--- src/rtl/rtc_bridge_pkg.sv ---
package rtc_bridge_pkg;

  // calendar registers occupy the top REG_SPAN addresses of the chip
  localparam int REG_SPAN = 8;
  localparam logic [2:0] OFS_CTRL = 3'd0;
  localparam logic [2:0] OFS_MIN  = 3'd2;
  localparam logic [2:0] OFS_HOUR = 3'd3;
  localparam logic [2:0] OFS_DATE = 3'd5;
  localparam logic [2:0] OFS_MON  = 3'd6;
  localparam logic [2:0] OFS_YEAR = 3'd7;

  // control register freeze bits
  localparam logic [7:0] FREEZE_READ  = 8'h40;
  localparam logic [7:0] FREEZE_WRITE = 8'h80;

  localparam int HOUR_MAX = 23;
  localparam int MIN_MAX  = 59;
  localparam int DOY_W    = 9;

  typedef enum logic [2:0] {
    WS_ZERO,
    WS_RDFREEZE,
    WS_WRFREEZE,
    WS_MIN,
    WS_HOUR
  } wsel_e;

  typedef struct packed {
    logic  capMin;
    logic  capHour;
    logic  capDate;
    logic  capMon;
    logic  capYear;
    logic  publish;
    logic  loadNew;
    logic  loadPend;
    logic  savePend;
    wsel_e wSel;
  } strobe_t;

endpackage

--- src/rtl/rtc_bridge_ctrl.sv ---
module rtc_bridge_ctrl
  import rtc_bridge_pkg::*;
(
  input  logic       clk,
  input  logic       rstN,
  input  logic       tmReq,
  input  logic       tmWr,
  input  logic       nvSel,
  output strobe_t    stb,
  output logic [2:0] regOfs,
  output logic       fsmWe,
  output logic       fsmOe,
  output logic       busy,
  output logic       tmDone
);

  typedef enum logic [3:0] {
    S_IDLE, S_RD_LOCK, S_RD_MIN, S_RD_HOUR, S_RD_DATE, S_RD_MON, S_RD_YEAR,
    S_RD_UNLOCK, S_WR_LOCK, S_WR_MIN, S_WR_HOUR, S_WR_UNLOCK, S_FIN
  } state_e;

  state_e stateR, nextStep;
  logic   pendValidR, pendWrR, isReadR, doneR;
  logic   idle, startPend, startNew, startWr, onBus, advance;
  logic   rawWe, capMinC, capHourC, capDateC, capMonC, capYearC;

  assign idle      = (stateR == S_IDLE);
  assign startPend = idle && pendValidR;
  assign startNew  = idle && !pendValidR && tmReq;
  assign startWr   = startPend ? pendWrR : tmWr;

  // per-step bus activity and successor
  always_comb begin
    regOfs   = OFS_CTRL;
    rawWe    = 1'b0;
    fsmOe    = 1'b0;
    onBus    = 1'b1;
    nextStep = stateR;
    stb.wSel = WS_ZERO;
    capMinC  = 1'b0;
    capHourC = 1'b0;
    capDateC = 1'b0;
    capMonC  = 1'b0;
    capYearC = 1'b0;
    case (stateR)
      S_RD_LOCK:   begin rawWe = 1'b1; stb.wSel = WS_RDFREEZE; nextStep = S_RD_MIN; end
      S_RD_MIN:    begin regOfs = OFS_MIN;  fsmOe = 1'b1; capMinC  = 1'b1; nextStep = S_RD_HOUR; end
      S_RD_HOUR:   begin regOfs = OFS_HOUR; fsmOe = 1'b1; capHourC = 1'b1; nextStep = S_RD_DATE; end
      S_RD_DATE:   begin regOfs = OFS_DATE; fsmOe = 1'b1; capDateC = 1'b1; nextStep = S_RD_MON; end
      S_RD_MON:    begin regOfs = OFS_MON;  fsmOe = 1'b1; capMonC  = 1'b1; nextStep = S_RD_YEAR; end
      S_RD_YEAR:   begin regOfs = OFS_YEAR; fsmOe = 1'b1; capYearC = 1'b1; nextStep = S_RD_UNLOCK; end
      S_RD_UNLOCK: begin rawWe = 1'b1; nextStep = S_FIN; end
      S_WR_LOCK:   begin rawWe = 1'b1; stb.wSel = WS_WRFREEZE; nextStep = S_WR_MIN; end
      S_WR_MIN:    begin regOfs = OFS_MIN;  rawWe = 1'b1; stb.wSel = WS_MIN;  nextStep = S_WR_HOUR; end
      S_WR_HOUR:   begin regOfs = OFS_HOUR; rawWe = 1'b1; stb.wSel = WS_HOUR; nextStep = S_WR_UNLOCK; end
      S_WR_UNLOCK: begin rawWe = 1'b1; nextStep = S_FIN; end
      S_FIN:       begin onBus = 1'b0; nextStep = S_IDLE; end
      default:     begin onBus = 1'b0; nextStep = S_IDLE; end
    endcase
  end

  // a direct memory access owns the bus; bus steps wait for it
  assign advance = !(onBus && nvSel);

  assign fsmWe       = rawWe && advance;
  assign stb.capMin  = capMinC && advance;
  assign stb.capHour = capHourC && advance;
  assign stb.capDate = capDateC && advance;
  assign stb.capMon  = capMonC && advance;
  assign stb.capYear = capYearC && advance;
  assign stb.publish = (stateR == S_FIN) && isReadR;
  assign stb.loadNew  = startNew;
  assign stb.loadPend = startPend;
  assign stb.savePend = tmReq && !startNew;

  always_ff @(posedge clk) begin
    if (!rstN) begin
      stateR     <= S_IDLE;
      pendValidR <= 1'b0;
      pendWrR    <= 1'b0;
      isReadR    <= 1'b0;
      doneR      <= 1'b0;
    end else begin
      doneR <= (stateR == S_FIN);
      if (startPend || startNew) begin
        stateR  <= startWr ? S_WR_LOCK : S_RD_LOCK;
        isReadR <= !startWr;
      end else if (!idle && advance) begin
        stateR <= nextStep;
      end
      if (stb.savePend) begin
        pendValidR <= 1'b1;
        pendWrR    <= tmWr;
      end else if (startPend) begin
        pendValidR <= 1'b0;
      end
    end
  end

  assign busy   = !idle;
  assign tmDone = doneR;

endmodule

--- src/rtl/rtc_bridge_dpath.sv ---
module rtc_bridge_dpath
  import rtc_bridge_pkg::*;
(
  input  logic             clk,
  input  logic             rstN,
  input  strobe_t          stb,
  input  logic [7:0]       chipRdata,
  input  logic [7:0]       tmHourIn,
  input  logic [7:0]       tmMinIn,
  output logic [7:0]       fsmWdata,
  output logic [4:0]       hourOut,
  output logic [5:0]       minOut,
  output logic [DOY_W-1:0] dayOfYear
);

  logic [7:0] capMinR, capHourR, capDateR, capMonR, capYearR;
  logic [7:0] wrHourR, wrMinR, pendHourR, pendMinR;
  logic [4:0] hourOutR;
  logic [5:0] minOutR;
  logic [DOY_W-1:0] doyR, doyC;
  logic [6:0] hourClamp, minClamp, monBin, dayBin, yearBin;
  logic [3:0] monIdx;
  logic       leapYear;

  function automatic logic [6:0] bcdToBin(input logic [7:0] b);
    return 7'(int'(b[7:4]) * 10 + int'(b[3:0]));
  endfunction

  function automatic logic [7:0] binToBcd(input logic [6:0] v);
    return {4'(v / 7'd10), 4'(v % 7'd10)};
  endfunction

  function automatic int monthLen(input int m);
    case (m)
      2:             return 28;
      4, 6, 9, 11:   return 30;
      default:       return 31;
    endcase
  endfunction

  function automatic logic [DOY_W-1:0] daysBefore(input logic [3:0] m);
    int sum;
    sum = 0;
    for (int i = 1; i < 12; i++) begin
      if (i < int'(m)) sum += monthLen(i);
    end
    return DOY_W'(sum);
  endfunction

  // saturate binary write values before conversion
  assign hourClamp = (wrHourR > 8'(HOUR_MAX)) ? 7'(HOUR_MAX) : wrHourR[6:0];
  assign minClamp  = (wrMinR  > 8'(MIN_MAX))  ? 7'(MIN_MAX)  : wrMinR[6:0];

  always_comb begin
    case (stb.wSel)
      WS_RDFREEZE: fsmWdata = FREEZE_READ;
      WS_WRFREEZE: fsmWdata = FREEZE_WRITE;
      WS_MIN:      fsmWdata = binToBcd(minClamp);
      WS_HOUR:     fsmWdata = binToBcd(hourClamp);
      default:     fsmWdata = 8'h00;
    endcase
  end

  // day-of-year from captured month, day and year
  assign monBin   = bcdToBin(capMonR);
  assign dayBin   = bcdToBin(capDateR);
  assign yearBin  = bcdToBin(capYearR);
  assign monIdx   = (monBin == 7'd0) ? 4'd1 : (monBin > 7'd12) ? 4'd12 : monBin[3:0];
  assign leapYear = (yearBin[1:0] == 2'b00);
  assign doyC     = daysBefore(monIdx) + DOY_W'(dayBin)
                  + DOY_W'(leapYear && (monIdx > 4'd2));

  always_ff @(posedge clk) begin
    if (!rstN) begin
      capMinR   <= '0;
      capHourR  <= '0;
      capDateR  <= '0;
      capMonR   <= '0;
      capYearR  <= '0;
      wrHourR   <= '0;
      wrMinR    <= '0;
      pendHourR <= '0;
      pendMinR  <= '0;
      hourOutR  <= '0;
      minOutR   <= '0;
      doyR      <= '0;
    end else begin
      if (stb.capMin)  capMinR  <= chipRdata;
      if (stb.capHour) capHourR <= chipRdata;
      if (stb.capDate) capDateR <= chipRdata;
      if (stb.capMon)  capMonR  <= chipRdata;
      if (stb.capYear) capYearR <= chipRdata;
      if (stb.loadPend) begin
        wrHourR <= pendHourR;
        wrMinR  <= pendMinR;
      end else if (stb.loadNew) begin
        wrHourR <= tmHourIn;
        wrMinR  <= tmMinIn;
      end
      if (stb.savePend) begin
        pendHourR <= tmHourIn;
        pendMinR  <= tmMinIn;
      end
      if (stb.publish) begin
        hourOutR <= 5'(bcdToBin(capHourR));
        minOutR  <= 6'(bcdToBin(capMinR));
        doyR     <= doyC;
      end
    end
  end

  assign hourOut   = hourOutR;
  assign minOut    = minOutR;
  assign dayOfYear = doyR;

endmodule

--- src/rtl/rtc_bcd_bridge.sv ---
module rtc_bcd_bridge
  import rtc_bridge_pkg::*;
#(
  parameter int ADDR_W = 11
) (
  input  logic              clk,
  input  logic              rstN,
  input  logic              nvSel,
  input  logic              nvWr,
  input  logic [ADDR_W-1:0] nvAddr,
  input  logic [7:0]        nvWdata,
  output logic [7:0]        nvRdata,
  input  logic              tmReq,
  input  logic              tmWr,
  input  logic [7:0]        tmHourIn,
  input  logic [7:0]        tmMinIn,
  output logic              busy,
  output logic              tmDone,
  output logic [4:0]        hourOut,
  output logic [5:0]        minOut,
  output logic [8:0]        dayOfYear,
  output logic [ADDR_W-1:0] chipAddr,
  output logic [7:0]        chipWdata,
  output logic              chipWe,
  output logic              chipOe,
  input  logic [7:0]        chipRdata
);

  localparam int OFS_W = $clog2(REG_SPAN);
  localparam logic [ADDR_W-OFS_W-1:0] REG_PAGE = '1;

  strobe_t    stb;
  logic [2:0] regOfs;
  logic       fsmWe, fsmOe;
  logic [7:0] fsmWdata;

  rtc_bridge_ctrl ctrl_i (
    .clk    (clk),
    .rstN   (rstN),
    .tmReq  (tmReq),
    .tmWr   (tmWr),
    .nvSel  (nvSel),
    .stb    (stb),
    .regOfs (regOfs),
    .fsmWe  (fsmWe),
    .fsmOe  (fsmOe),
    .busy   (busy),
    .tmDone (tmDone)
  );

  rtc_bridge_dpath dpath_i (
    .clk       (clk),
    .rstN      (rstN),
    .stb       (stb),
    .chipRdata (chipRdata),
    .tmHourIn  (tmHourIn),
    .tmMinIn   (tmMinIn),
    .fsmWdata  (fsmWdata),
    .hourOut   (hourOut),
    .minOut    (minOut),
    .dayOfYear (dayOfYear)
  );

  // shared chip bus: direct memory access has priority
  assign chipAddr  = nvSel ? nvAddr  : {REG_PAGE, regOfs};
  assign chipWdata = nvSel ? nvWdata : fsmWdata;
  assign chipWe    = nvSel ? nvWr    : fsmWe;
  assign chipOe    = nvSel ? !nvWr   : fsmOe;
  assign nvRdata   = chipRdata;

endmodule

--- config.mk ---
export PLATFORM = sky130hd
export DESIGN_NAME = rtc_bcd_bridge
export DESIGN_NICKNAME = d
export VERILOG_FILES = /design/src/rtl/rtc_bridge_pkg.sv /design/src/rtl/rtc_bridge_ctrl.sv /design/src/rtl/rtc_bridge_dpath.sv /design/src/rtl/rtc_bcd_bridge.sv
export SDC_FILE = /design/constraint.sdc
export NUM_CORES = 1
export LEC_CHECK = 0
export CAP_MARGIN = 25
export CORE_MARGIN = 3
export CORE_UTILIZATION = 57
export CTS_BUF_LIST = sky130_fd_sc_hd__clkbuf_8
export DETAILED_ROUTE_END_ITERATION = 8
export PLACE_DENSITY_LB_ADDON = 0.15
export SYNTH_ARGS = -nofsm -noshare
export SYNTH_HDL_FRONTEND = slang
export SYNTH_SLANG_ARGS = --single-unit
--- constraint.sdc ---
create_clock -name clk -period 9.8 [get_ports clk]
set_input_delay 1.96 -clock clk [delete_from_list [all_inputs] [get_ports clk]]
set_output_delay 1.96 -clock clk [all_outputs]
set_load 0.01 [all_outputs]
* After elaboration in Yosys (flattened, before gate mapping)
Cells that the tools add are included.
Storage, ports and cells: input bits 49, output and inout bits 51, register bits after elaboration 100
Operators by class: reduce and logical (&&, ||, !) cells 33, multiply operators 5, add/subtract/negate cells 17, multiplexer cells 51, div/mod/pow operators 4, magnitude comparators 15, eq/ne operators 16
Operator list (count):
- two-way mux 9 bit | 20
- adder 9 bit | 9
- two-way mux 8 bit | 5
- case mux 4 bit (10 select lines) | 1
- case mux 8 bit (4 select lines) | 1
- equality test 4 bit, second input constant | 5
- two-way mux 4 bit | 5
- equality test 4 x 3 -> 1 bit, second input constant | 4
- less-than comparator 3 x 4 -> 1 bit, first input constant | 4
- less-than comparator 4 bit, first input constant | 4
- case mux 3 bit (5 select lines) | 1
- adder 7 x 5 -> 7 bit | 2
- divider 7 x 4 -> 7 bit, second input constant | 2
- logical AND 1 bit | 14
- remainder unit 7 x 4 -> 7 bit, second input constant | 2
- two-way mux 7 bit | 2
- two-way mux 1 bit | 13
- multiplier 4 x 3 -> 6 bit, second input constant | 2
- case mux 3 bit (4 select lines) | 1
- two-way mux 11 bit | 1
- OR reduction 11 bit | 1
- adder 6 x 9 -> 9 bit | 1
- adder 9 x 1 -> 9 bit | 1
- adder 9 x 7 -> 9 bit | 1
- 27 further kinds | 39

* Logic depth before layout (Yosys ltp)
Gate-level depths: netlist of the first run.
depth in word-level cells 29, gate-level depth with buffers 37

* By module
Synthesis of the first run repeated with hierarchy kept, for this count alone.
Second synthesis, totals: cells, all modules 808, area, all modules 7018.0 sq um
Modules (own cells, without submodules):
- rtc_bridge_dpath | area an instance 6089.6 sq um, cells each 692, sequential area each 1741.7 sq um, times used 1
- rtc_bridge_ctrl | area an instance 605.6 sq um, cells each 84, sequential area each 160.2 sq um, times used 1
- rtc_bcd_bridge | area an instance 322.8 sq um, cells each 32, sequential area each 0.0 sq um, times used 1

* Worst setup path after synthesis of the first run
Ideal clock, no wire load.
path type reg-to-reg, start point register dpath_i.capMonR[5], end point register dpath_i.doyR[8] (netlist: dpath_i.dayOfYear[8]), path buffers 2, setup time 0.064 ns, cell stages (with the launch flop) 32, required time 9.736 ns, data arrival time 7.369 ns, path slack 2.367 ns, cells stage by stage dfxtp_1 -> ha_1 -> ha_1 -> fa_1 -> or4_4 -> nor3_4 -> or2_2 -> buf_4 -> and2_1 -> inv_1 -> ha_1 -> clkbuf_1 -> xor2_1 -> ha_1 -> or4b_2 -> a2bb2oi_1 -> nor2_1 -> xnor2_1 -> ha_1 -> xor2_1 -> a21oi_1 -> ha_1 -> nand3_1 -> or4_1 -> o211ai_1 -> xnor2_1 -> ha_1 -> a21oi_1 -> inv_1 -> a21oi_1 -> or4_1 -> nand4_1
On the way: word-level cells in the longest chain between the ends 29
Ends and longest elaborated chain:
- start, declared | line rtc_bridge_dpath.sv:16 | logic [7:0] capMinR, capHourR, capDateR, capMonR, capYearR;
- start signal, assigned | line rtc_bridge_dpath.sv:91 | if (stb.capMon) capMonR <= chipRdata;
- multiplier 4 x 3 -> 6 bit (*) | line rtc_bridge_dpath.sv:26 | return 7'(int'(b[7:4]) * 10 + int'(b[3:0]));
- adder 7 x 5 -> 7 bit (*) | line rtc_bridge_dpath.sv:26
- greater-than comparator 7 x 4 -> 1 bit | line rtc_bridge_dpath.sv:68 | assign monIdx = (monBin == 7'd0) ? 4'd1 : (monBin > 7'd12) ? 4'd12 : monBin[3:0];
- two-way mux 4 bit | line rtc_bridge_dpath.sv:68
- two-way mux 4 bit (*) | line rtc_bridge_dpath.sv:68
- less-than comparator 1 x 4 -> 1 bit | line rtc_bridge_dpath.sv:45 | if (i < int'(m)) sum += monthLen(i);
- two-way mux 5 bit | line rtc_bridge_dpath.sv:45
- adder 6 x 9 -> 9 bit | line rtc_bridge_dpath.sv:45
- [13 not listed]
- adder 9 bit | line rtc_bridge_dpath.sv:45
- two-way mux 9 bit | line rtc_bridge_dpath.sv:45
- adder 9 bit | line rtc_bridge_dpath.sv:45
- two-way mux 9 bit | line rtc_bridge_dpath.sv:45
- adder 9 bit | line rtc_bridge_dpath.sv:45
- two-way mux 9 bit | line rtc_bridge_dpath.sv:45
- adder 9 x 7 -> 9 bit | line rtc_bridge_dpath.sv:70 | assign doyC = daysBefore(monIdx) + DOY_W'(dayBin)
- adder 9 x 1 -> 9 bit (*) | line rtc_bridge_dpath.sv:71 | + DOY_W'(leapYear && (monIdx > 4'd2));
- end signal, assigned | line rtc_bridge_dpath.sv:107 | doyR <= doyC;
- end, declared | line rtc_bridge_dpath.sv:20 | logic [DOY_W-1:0] doyR, doyC;
Every way passes the cells marked *; elsewhere a longest branch is shown, timed or not. A chain may end at the register's enable or synchronous reset.

* Worst setup path in the final report of the first run
Same ends and word-level chain as after synthesis.

==> results of run 1 <==
state kept, by name, indices dropped and copies added, names as in the netlist:
register and cells:
ctrl_i.tmDone 1, dpath_i.wrHourR 8, dpath_i.capMinR 8, dpath_i.capMonR 8, dpath_i.dayOfYear 9, dpath_i.minOut 6
ctrl_i.isReadR 1, dpath_i.hourOut 5, dpath_i.pendMinR 8, ctrl_i.pendValidR 1, dpath_i.capDateR 8, dpath_i.capHourR 8
dpath_i.wrMinR 8, dpath_i.capYearR 3, ctrl_i.stateR 4, dpath_i.pendHourR 8, ctrl_i.pendWrR 1
area by class of cell:
| cell class | count | area (um^2) |
|---|---|---|
| multi-input combinational | 654 | 4500 |
| fill | 907 | 3310 |
| sequential | 95 | 1900 |
| timing repair buffer | 103 | 1020 |
| tap | 140 | 175 |
| clock buffer | 11 | 151 |
| inverter | 24 | 90.1 |
| clock inverter | 5 | 32.5 |
cell usage after synthesis (6+ instances only):
| library cell | count |
|---|---|
| a21boi_0 | 29 |
| a21o_1 | 12 |
| a21oi_1 | 47 |
| a22o_1 | 6 |
| a31oi_1 | 7 |
| and2_1 | 9 |
| and3_1 | 10 |
| buf_4 | 9 |
| clkbuf_1 | 39 |
| dfxtp_1 | 95 |
| fa_1 | 8 |
| ha_1 | 39 |
| inv_1 | 24 |
| mux2i_1 | 40 |
| nand2_1 | 114 |
| nand2b_1 | 16 |
| nand3_1 | 13 |
| nor2_1 | 51 |
| nor2b_1 | 64 |
| nor3_1 | 15 |
| o21ai_0 | 31 |
| o221a_2 | 16 |
| o22ai_1 | 9 |
| xnor2_1 | 31 |
| xor2_1 | 17 |
path summary, 6_finish.rpt:
| path | to | cells after the start | start | slack, ns |
|---|---|---|---|---|
| setup / recovery | dpath_i.dayOfYear[8] | 28 | dpath_i.capMonR[5] | 1.77 |
| hold / removal | dpath_i.minOut[1] | 2 | dpath_i.minOut[1] | 0.47 |
| setup reg to reg | dpath_i.dayOfYear[8] | 28 | dpath_i.capMonR[5] | 1.77 |
| hold reg to reg | dpath_i.minOut[1] | 2 | dpath_i.minOut[1] | 0.47 |
per-stage QoR:
step / setup WS (ns) / area [um^2] / hold WS, ns / util [%]
after floorplan: 2.37 / 6710 / 0.440 / -
final: 1.77 / 7860 / 0.471 / 70.4
after global routing: 1.17 / 7860 / 0.496 / 70.4
after CTS: 1.83 / 7860 / 0.473 / 70.3
after global placement: 2.17 / 7670 / 0.452 / 68.7
after detailed placement: 1.87 / 7670 / 0.461 / 68.7
worst register-to-register path: cells and delay by family (launching register included):
kind | cells | cell delay (ns)
compound gates | 6 | 1.34
fa+ha+maj | 7 | 2.40
buf+inv | 1 | 0.06
flops | 1 | 0.42
simple gates | 9 | 2.46
xor+xnor | 5 | 1.31
power by group:
| part | switching [W] | internal [W] |
|---|---|---|
| clock network | 0.000136 | 0.000106 |
| registers | 0.0000555 | 0.000446 |
| logic | 0.000353 | 0.000264 |
routing by layer:
layer | wire length [um] | vias up | part of all wire [%] | track usage, %
met3 | 908 | 27 | 5.4 | 4.39
met4 | 333 | 0 | 2.0 | 7.76
met5 | 0 | - | 0 | 0
met2 | 8580 | 199 | 51 | 47.5
li1 | - | 3010 | - | -
met1 | 7120 | 2873 | 42 | 32.2
logic make-up (layout without fill, tap and decap cells):
| logic type | count (synthesis) | after routing | share of synthesized area [%] |
|---|---|---|---|
| AO/OA/AOI/OAI | 200 | 200 | 21.1 |
| XOR/XNOR | 49 | 49 | 6.51 |
| adder cells (fa/ha/maj) | 47 | 47 | 9.67 |
| buffers and inverters | 73 | 143 | 4.59 |
| flip-flops | 95 | 95 | 28.4 |
| multiplexers | 42 | 42 | 6.31 |
| AND/OR/NAND/NOR | 316 | 316 | 23.5 |
==> flow_metrics.tcl, run 1 <==
set metrics [dict create \
    relSlewSlack_pct 30.1 \
    leakagePower_nw 3.37 \
    first_global_vias 5943 \
    crit_buf_inv 1 \
    period_needed_ns 8.03 \
    final_cells 1032 \
    place.gp.congestion 0.895 \
    drc_errors 0 \
    io_buffers 99 \
    critical-path-max-stage-delay_ns 0.68 \
    slowest_stage "or4b_2" \
    worstPathRequired_ns 10.11 \
    cts.sinks 95 \
    holdBufCountCts 0 \
    synth.area.top_cells "dfxtp_1, ha_1, nand2_1" \
    grt_overflow 0 \
    grt_max_degree 100 \
    synthesis.area_mm2 0.00671 \
    cts_setup_buffers 0 \
    setup_viol 0 \
    synth-edff-count 0 \
    async_flop_share_pct 0 \
    worstSkewPairLatency_ns 0.38 \
    fp.dieW_um 114 \
    root_buffer "clkbuf_8" \
    worstSetupStartpointType "flip-flop" \
    fin_skew_ns 0.00904 \
    die_area_mm2 0.0131 \
    layout-drive-gt1-share_pct 5.94 \
    core_mm2 0.0112 \
    nets 983 \
    synthFlopType "dfxtp_1" \
    end_kind "flip-flop" \
    fmax_mhz 125 \
    final_common_cell "nand2_1" \
    dp.cells 1015 \
    start_util_pct 60.0 \
    worstPathArrival_ns 8.34 \
    firstDrtPassIters 5 \
    layout_common_cells "nand2_1, clkdlybuf4s50_1, dfxtp_1" \
    rows 38 \
    power_density_mw_per_mm2 173 \
    synth_largest_area_cell "dfxtp_1" \
    n_antenna_cell 0 \
    antenna_found_initial 0 \
    syn2layout_area_growth_pct 17.3 \
    grt_usage_pct 26.4 \
    critPathMaxFanout 12 \
    finalHoldViolations 0 \
    cts_resized 0 \
    worstMarginPinSlew_ns 1.05 \
    min_period_over_period_pct 81.9 \
    critical_path_class "reg -> reg" \
    wire_per_inst_um 16.4 \
    synth_nets 918 \
    maxCapViolations 0 \
    ant_nets 0 \
    routed_wl_um 16900 \
    via_count 6109 \
    die_h_um 114 \
    cts_tree "done" \
    grt_pass1_wl_um 28400 \
    power_w 0.00136 \
    ys_warn_count 0 \
    cts_buffers 9 \
    cpLargestDelayFamily "simple AND/OR/NAND/NOR gates" \
    yosys.area.top_type_share_pct 28.4 \
    dp_hpwl_um 12700 \
    vias_per_cell 5.92 \
    synth_cells 822 \
    ys_seq_area_share_pct 28.4 \
    tns_ns 0 \
    grt_setup_unrepaired "no" \
    synth_seq_cells 95 \
    clkTransAtPathRegs_ns 0.09 \
    crit_top_cell "ha_1" \
    irDropWorstVdd_uv 194 \
    pin_count 100 \
    synth_cell_type_count 66 \
    status "finished, final reports clean" \
    h-tree-depth 3 \
    first_iter_violations 390 \
    postSynthAreaPerCell_um2 8.16 \
    slew_viol_final 0 \
    cts.path.max_buffers 2 \
    min_path_type "reg -> reg" \
]
No activity file was read; power rests on OpenSTA's default activity.
==> run 2: changes to the inputs <==
- clock period: 9.8 -> 7.7 ns (I/O delays scaled with it)
==> flow_metrics.tcl, run 2 (synthesis gave the netlist of run 1 again) <==
set metrics [dict create \
    tns_ns 0 \
    ant_nets 0 \
    regArea_mm2 0.00190 \
    wire_per_inst_um 16.5 \
    holdBufCountCts 0 \
    power_w 0.00174 \
    crit_buf_inv 2 \
    worstSetupStartpointType "flip-flop" \
    irDropWorstVdd_uv 195 \
    grt_pass1_wl_um 28000 \
    worstMarginPinSlew_ns 0.890 \
    relSlewSlack_pct 40.5 \
    core_mm2 0.0112 \
    min_period_over_period_pct 95.8 \
    n_fill_cell 859 \
    clkTransAtPathRegs_ns 0.09 \
    dp_hpwl_um 12700 \
    stdcell_area_mm2 0.00805 \
    p_int_w 0.00106 \
    cts.path.max_buffers 2 \
    sequentialPowerShare_pct 36.5 \
    die_area_mm2 0.0131 \
    crit_top_cell "ha_1" \
    p_comb_share_pct 45.6 \
    worstSkewPairLatency_ns 0.37 \
    grt_overflow 0 \
    setup_viol 0 \
    pin_count 100 \
    place_ws_ns 0.0158 \
    critical_path_class "reg -> reg" \
    maxCapViolations 0 \
    layout-drive-gt1-share_pct 8.74 \
    worstPathRequired_ns 8.02 \
    vias_per_cell 5.90 \
    cpLargestDelayFamily "simple AND/OR/NAND/NOR gates" \
    critPathMaxFanout 7 \
    fin_skew_ns 0.0105 \
    grt_usage_pct 26.0 \
    cts_tree "done" \
    h-tree-depth 3 \
    worstPathArrival_ns 7.70 \
    slowest_stage "or4b_2" \
    fp.dieW_um 114 \
    rows 38 \
    final_common_cell "nand2_1" \
    place.gp.congestion 0.971 \
    drc_errors 0 \
    finalHoldViolations 0 \
    largest_register_ffs 9 \
    firstDrtPassIters 5 \
    grt_max_degree 77 \
    multiInputGateArea_mm2 0.00456 \
    routed_wl_um 17200 \
    cts.sinks 95 \
    antenna_found_initial 0 \
    critical-path-max-stage-delay_ns 0.70 \
    fmax_mhz 136 \
    hold_ws_ns 0.466 \
    power_density_mw_per_mm2 216 \
    leakagePower_nw 3.47 \
    worst-r2r-setup-slack_ns 0.32 \
    root_buffer "clkbuf_8" \
    swShare_pct 39.4 \
    syn2layout_area_growth_pct 20.1 \
    end_kind "flip-flop" \
    layout_common_cells "nand2_1, clkdlybuf4s50_1, dfxtp_1" \
    slew_viol_final 0 \
    via_count 6158 \
    clkPwrFrac_pct 17.9 \
    fin_ws_ns 0.321 \
    io_buffers 99 \
    placed_area_mm2 0.00769 \
    nets 995 \
    status "finished, final reports clean" \
    min_path_type "reg -> reg" \
    first_global_vias 5813 \
    start_util_pct 60.0 \
    first_iter_violations 473 \
    cts_buffers 9 \
    die_h_um 114 \
    n_antenna_cell 0 \
    period_needed_ns 7.38 \
    netSwitchingPower_w 0.000686 \
]
## run 2: worst paths after layout
| kind | endpoint | start | cells after the start |
|---|---|---|---|
| min reg2reg | ctrl_i.pendWrR | ctrl_i.pendWrR | 2 |
| max | dpath_i.dayOfYear[8] | dpath_i.capMonR[5] | 30 |
| min | ctrl_i.pendWrR | ctrl_i.pendWrR | 2 |
| max reg2reg | dpath_i.dayOfYear[8] | dpath_i.capMonR[5] | 30 |
## run 2: stage by stage
| stage | utilization, % | cells |
|---|---|---|
| after floorplan | - | 822 |
| after global placement | 68.8 | 1017 |
| after detailed placement | 68.8 | 1017 |
| after CTS | 70.5 | 1033 |
| after global routing | 72.0 | 1044 |
| final | 72.0 | 1044 |
## run 2: what timing repair did
action                     CTS  global route
gates resized for setup      1            18
setup endpoints to repair    1             6
pin swaps                    0             7
gates cloned                 0             1
buffers inserted             0             7
hold endpoints to repair     0             0
## run 2: final cells by class
cell class / count / area share (%)
Clock buffer: 12 / 2.05
Clock inverter: 4 / 0.264
Inverter: 24 / 1.12
Multi-Input combinational cell: 655 / 56.6
Sequential cell: 95 / 23.7
Tap cell: 140 / 2.18
Timing Repair Buffer: 114 / 14.1
## run 2: worst reg2reg max path, delay by kind of cell (launching register included)
kind | cells | cell delay, ns
buffers and inverters | 2 | 0.13
XOR/XNOR | 5 | 0.91
AO/OA/AOI/OAI | 5 | 0.63
adder cells (fa/ha/maj) | 8 | 2.44
AND/OR/NAND/NOR | 10 | 2.86
flip-flops | 1 | 0.35
## run 2: power groups by stage
| stage | clock network [W] | registers (W) | logic (W) |
|---|---|---|---|
| finish | 0.000311 | 0.000636 | 0.000794 |
| global route | 0.000336 | 0.000647 | 0.000887 |
| CTS | 0.000315 | 0.000647 | 0.000758 |
| detailed placement | 0 | 0.000659 | 0.000753 |
| global placement | 0 | 0.000653 | 0.000734 |
| floorplan | 0 | 0.000613 | 0.000598 |
## run 2: per-layer routing
layer	track usage [%]	share of wire, %	wire length, um	vias up
met1	33.5	44	7530	2906
met4	6.73	1.4	244	0
met2	45.7	50	8590	181
li1	-	-	-	3042
met5	0	0	0	-
met3	3.49	5.0	854	29
==> run 3: changes to the inputs <==
- CORE_MARGIN: 3 -> 2
- SLEW_MARGIN: not set -> 30
==> flow_metrics.tcl, run 3 (synthesis gave the netlist of run 1 again) <==
set metrics [dict create \
    clkTransAtPathRegs_ns 0.09 \
    critical-path-max-stage-delay_ns 0.60 \
    worstSkewPairLatency_ns 0.37 \
    swShare_pct 39.3 \
    placed_area_mm2 0.00770 \
    final_common_cell "nand2_1" \
    power_density_mw_per_mm2 217 \
    crit_buf_inv 2 \
    min_path_type "reg -> reg" \
    hold_end "dpath_i.pendHourR[3]" \
    n_antenna_cell 0 \
    finalHoldViolations 0 \
    h-tree-depth 3 \
    vias_per_cell 5.90 \
    dp.cells 1021 \
    sequentialPowerShare_pct 37.3 \
    via_count 6170 \
    nets 995 \
    largest_register_ffs 9 \
    routed_wl_um 17300 \
    period_needed_ns 7.41 \
    critical_path_class "reg -> reg" \
    syn2layout_area_growth_pct 19.7 \
    place.gp.congestion 0.906 \
    pin_count 100 \
    grt_max_degree 100 \
    crit_top_cell "ha_1" \
    critPathMaxFanout 6 \
    n_fill_cell 957 \
    worst-r2r-setup-slack_ns 0.29 \
    cpLargestDelayFamily "adder cells" \
    die_h_um 112 \
    holdBufCountCts 0 \
    leakagePower_nw 3.45 \
    layout_common_cells "nand2_1, clkdlybuf4s50_1, dfxtp_1" \
    die_area_mm2 0.0126 \
    grt_pass1_wl_um 28400 \
    firstDrtPassIters 7 \
    slew_viol_final 0 \
    relSlewSlack_pct 41.3 \
    irDropWorstVdd_uv 190 \
    end_kind "flip-flop" \
    drc_errors 0 \
    grt_usage_pct 27.1 \
    start_util_pct 58.5 \
    cts.sinks 95 \
    grt_overflow 0 \
    first_global_vias 6003 \
    worstPathArrival_ns 7.73 \
    cp.depth 34 \
    fin_skew_ns 0.00983 \
    p_comb_share_pct 44.5 \
    stdcell_area_mm2 0.00803 \
    min-delay-start "dpath_i.pendHourR[3]" \
    rr_startpoint "dpath_i.capMonR[5]" \
    first_iter_violations 459 \
    cts.path.max_buffers 2 \
    worstSetupStartpointType "flip-flop" \
    root_buffer "clkbuf_8" \
    io_buffers 99 \
    maxCapViolations 0 \
    final_util_pct 70.0 \
    antenna_found_initial 0 \
    clkPwrFrac_pct 18.2 \
    p_int_w 0.00105 \
    min_period_over_period_pct 96.3 \
    fmax_mhz 135 \
    worstPathRequired_ns 8.01 \
    cts_tree "done" \
    final_cells 1045 \
    status "finished, final reports clean" \
    reg2reg_depth 34 \
    cts_buffers 9 \
    netSwitchingPower_w 0.000683 \
    rows 39 \
    core_mm2 0.0115 \
    slowest_stage "or4_4" \
    setup_viol 0 \
    power_w 0.00174 \
    wire_per_inst_um 16.5 \
    holdPathStages 2 \
    layout-drive-gt1-share_pct 8.65 \
    ant_nets 0 \
    worstReg2RegEnd "dpath_i.dayOfYear[8]" \
    tns_ns 0 \
    dp_hpwl_um 12500 \
    fp.dieW_um 112 \
    worstMarginPinSlew_ns 0.877 \
]
## run 3: changes by cell type in the layout (fill, tap and decap cells not counted), moves of 2 or more
cell      delta
clkbuf_8     -2
a21oi_1      +2
a21oi_2      -2
buf_4        +2
## run 3: area by class of cell
cell class | instances | area [um^2] | share of cell area [%]
multi-input combinational | 655 | 4580 | 57.0
inverter | 24 | 90.1 | 1.12
clock inverter | 4 | 41.3 | 0.514
timing repair buffer | 114 | 1100 | 13.7
sequential | 95 | 1910 | 23.7
clock buffer | 10 | 138 | 1.71
tap | 143 | 179 | 2.23
## run 3: worst max path at each step
stage                             startpoint                    to  slack (ns)
after global placement    dpath_i.capMonR[5]  dpath_i.dayOfYear[8]        0.28
final                     dpath_i.capMonR[5]  dpath_i.dayOfYear[8]        0.29
after floorplan           dpath_i.capMonR[5]  dpath_i.dayOfYear[8]        0.27
after CTS                 dpath_i.capMonR[5]  dpath_i.dayOfYear[7]       0.002
after detailed placement  dpath_i.capMonR[5]  dpath_i.dayOfYear[7]       -0.07
after global routing      dpath_i.capMonR[5]  dpath_i.dayOfYear[7]       -0.10
## run 3: worst register-to-register path, delay by kind of cell (launching register included)
kind,cells,cell delay [ns]
buffers and inverters,2,0.15
flip-flops,1,0.35
AND/OR/NAND/NOR,11,2.42
multiplexers,2,0.50
adder cells (fa/ha/maj),9,2.66
AO/OA/AOI/OAI,8,0.98
XOR/XNOR,2,0.32
## run 3: timing repair
item | in CTS | in global routing
cloned | 0 | 1
setup buffers | 0 | 9
resized for setup | 2 | 18
pin swaps | 0 | 7
endpoints found under the setup margin | 3 | 5
## run 3: stage by stage
| stage | setup slack [ns] | hold WS (ns) |
|---|---|---|
| after floorplan | 0.267 | 0.440 |
| after global placement | 0.282 | 0.451 |
| after detailed placement | -0.0721 | 0.460 |
| after CTS | 0.00226 | 0.472 |
| after global routing | -0.100 | 0.495 |
| final | 0.288 | 0.469 |
## run 3: power by group through the flow
stage | Combinational [W] | Clock, W | Sequential [W]
after floorplan | 0.000598 | 0 | 0.000613
after global placement | 0.000729 | 0 | 0.000654
after detailed placement | 0.000757 | 0 | 0.000658
after CTS | 0.000764 | 0.000320 | 0.000647
after global routing | 0.000853 | 0.000341 | 0.000663
final | 0.000774 | 0.000316 | 0.000648
## run 3: per-layer routing
metal	GRT usage, %	vias to the layer above	part of all wire, %
met4	8.70	0	2.6
met3	4.59	34	5.1
met5	0	-	0
met2	48.4	201	51
li1	-	3038	-
met1	33.2	2897	42
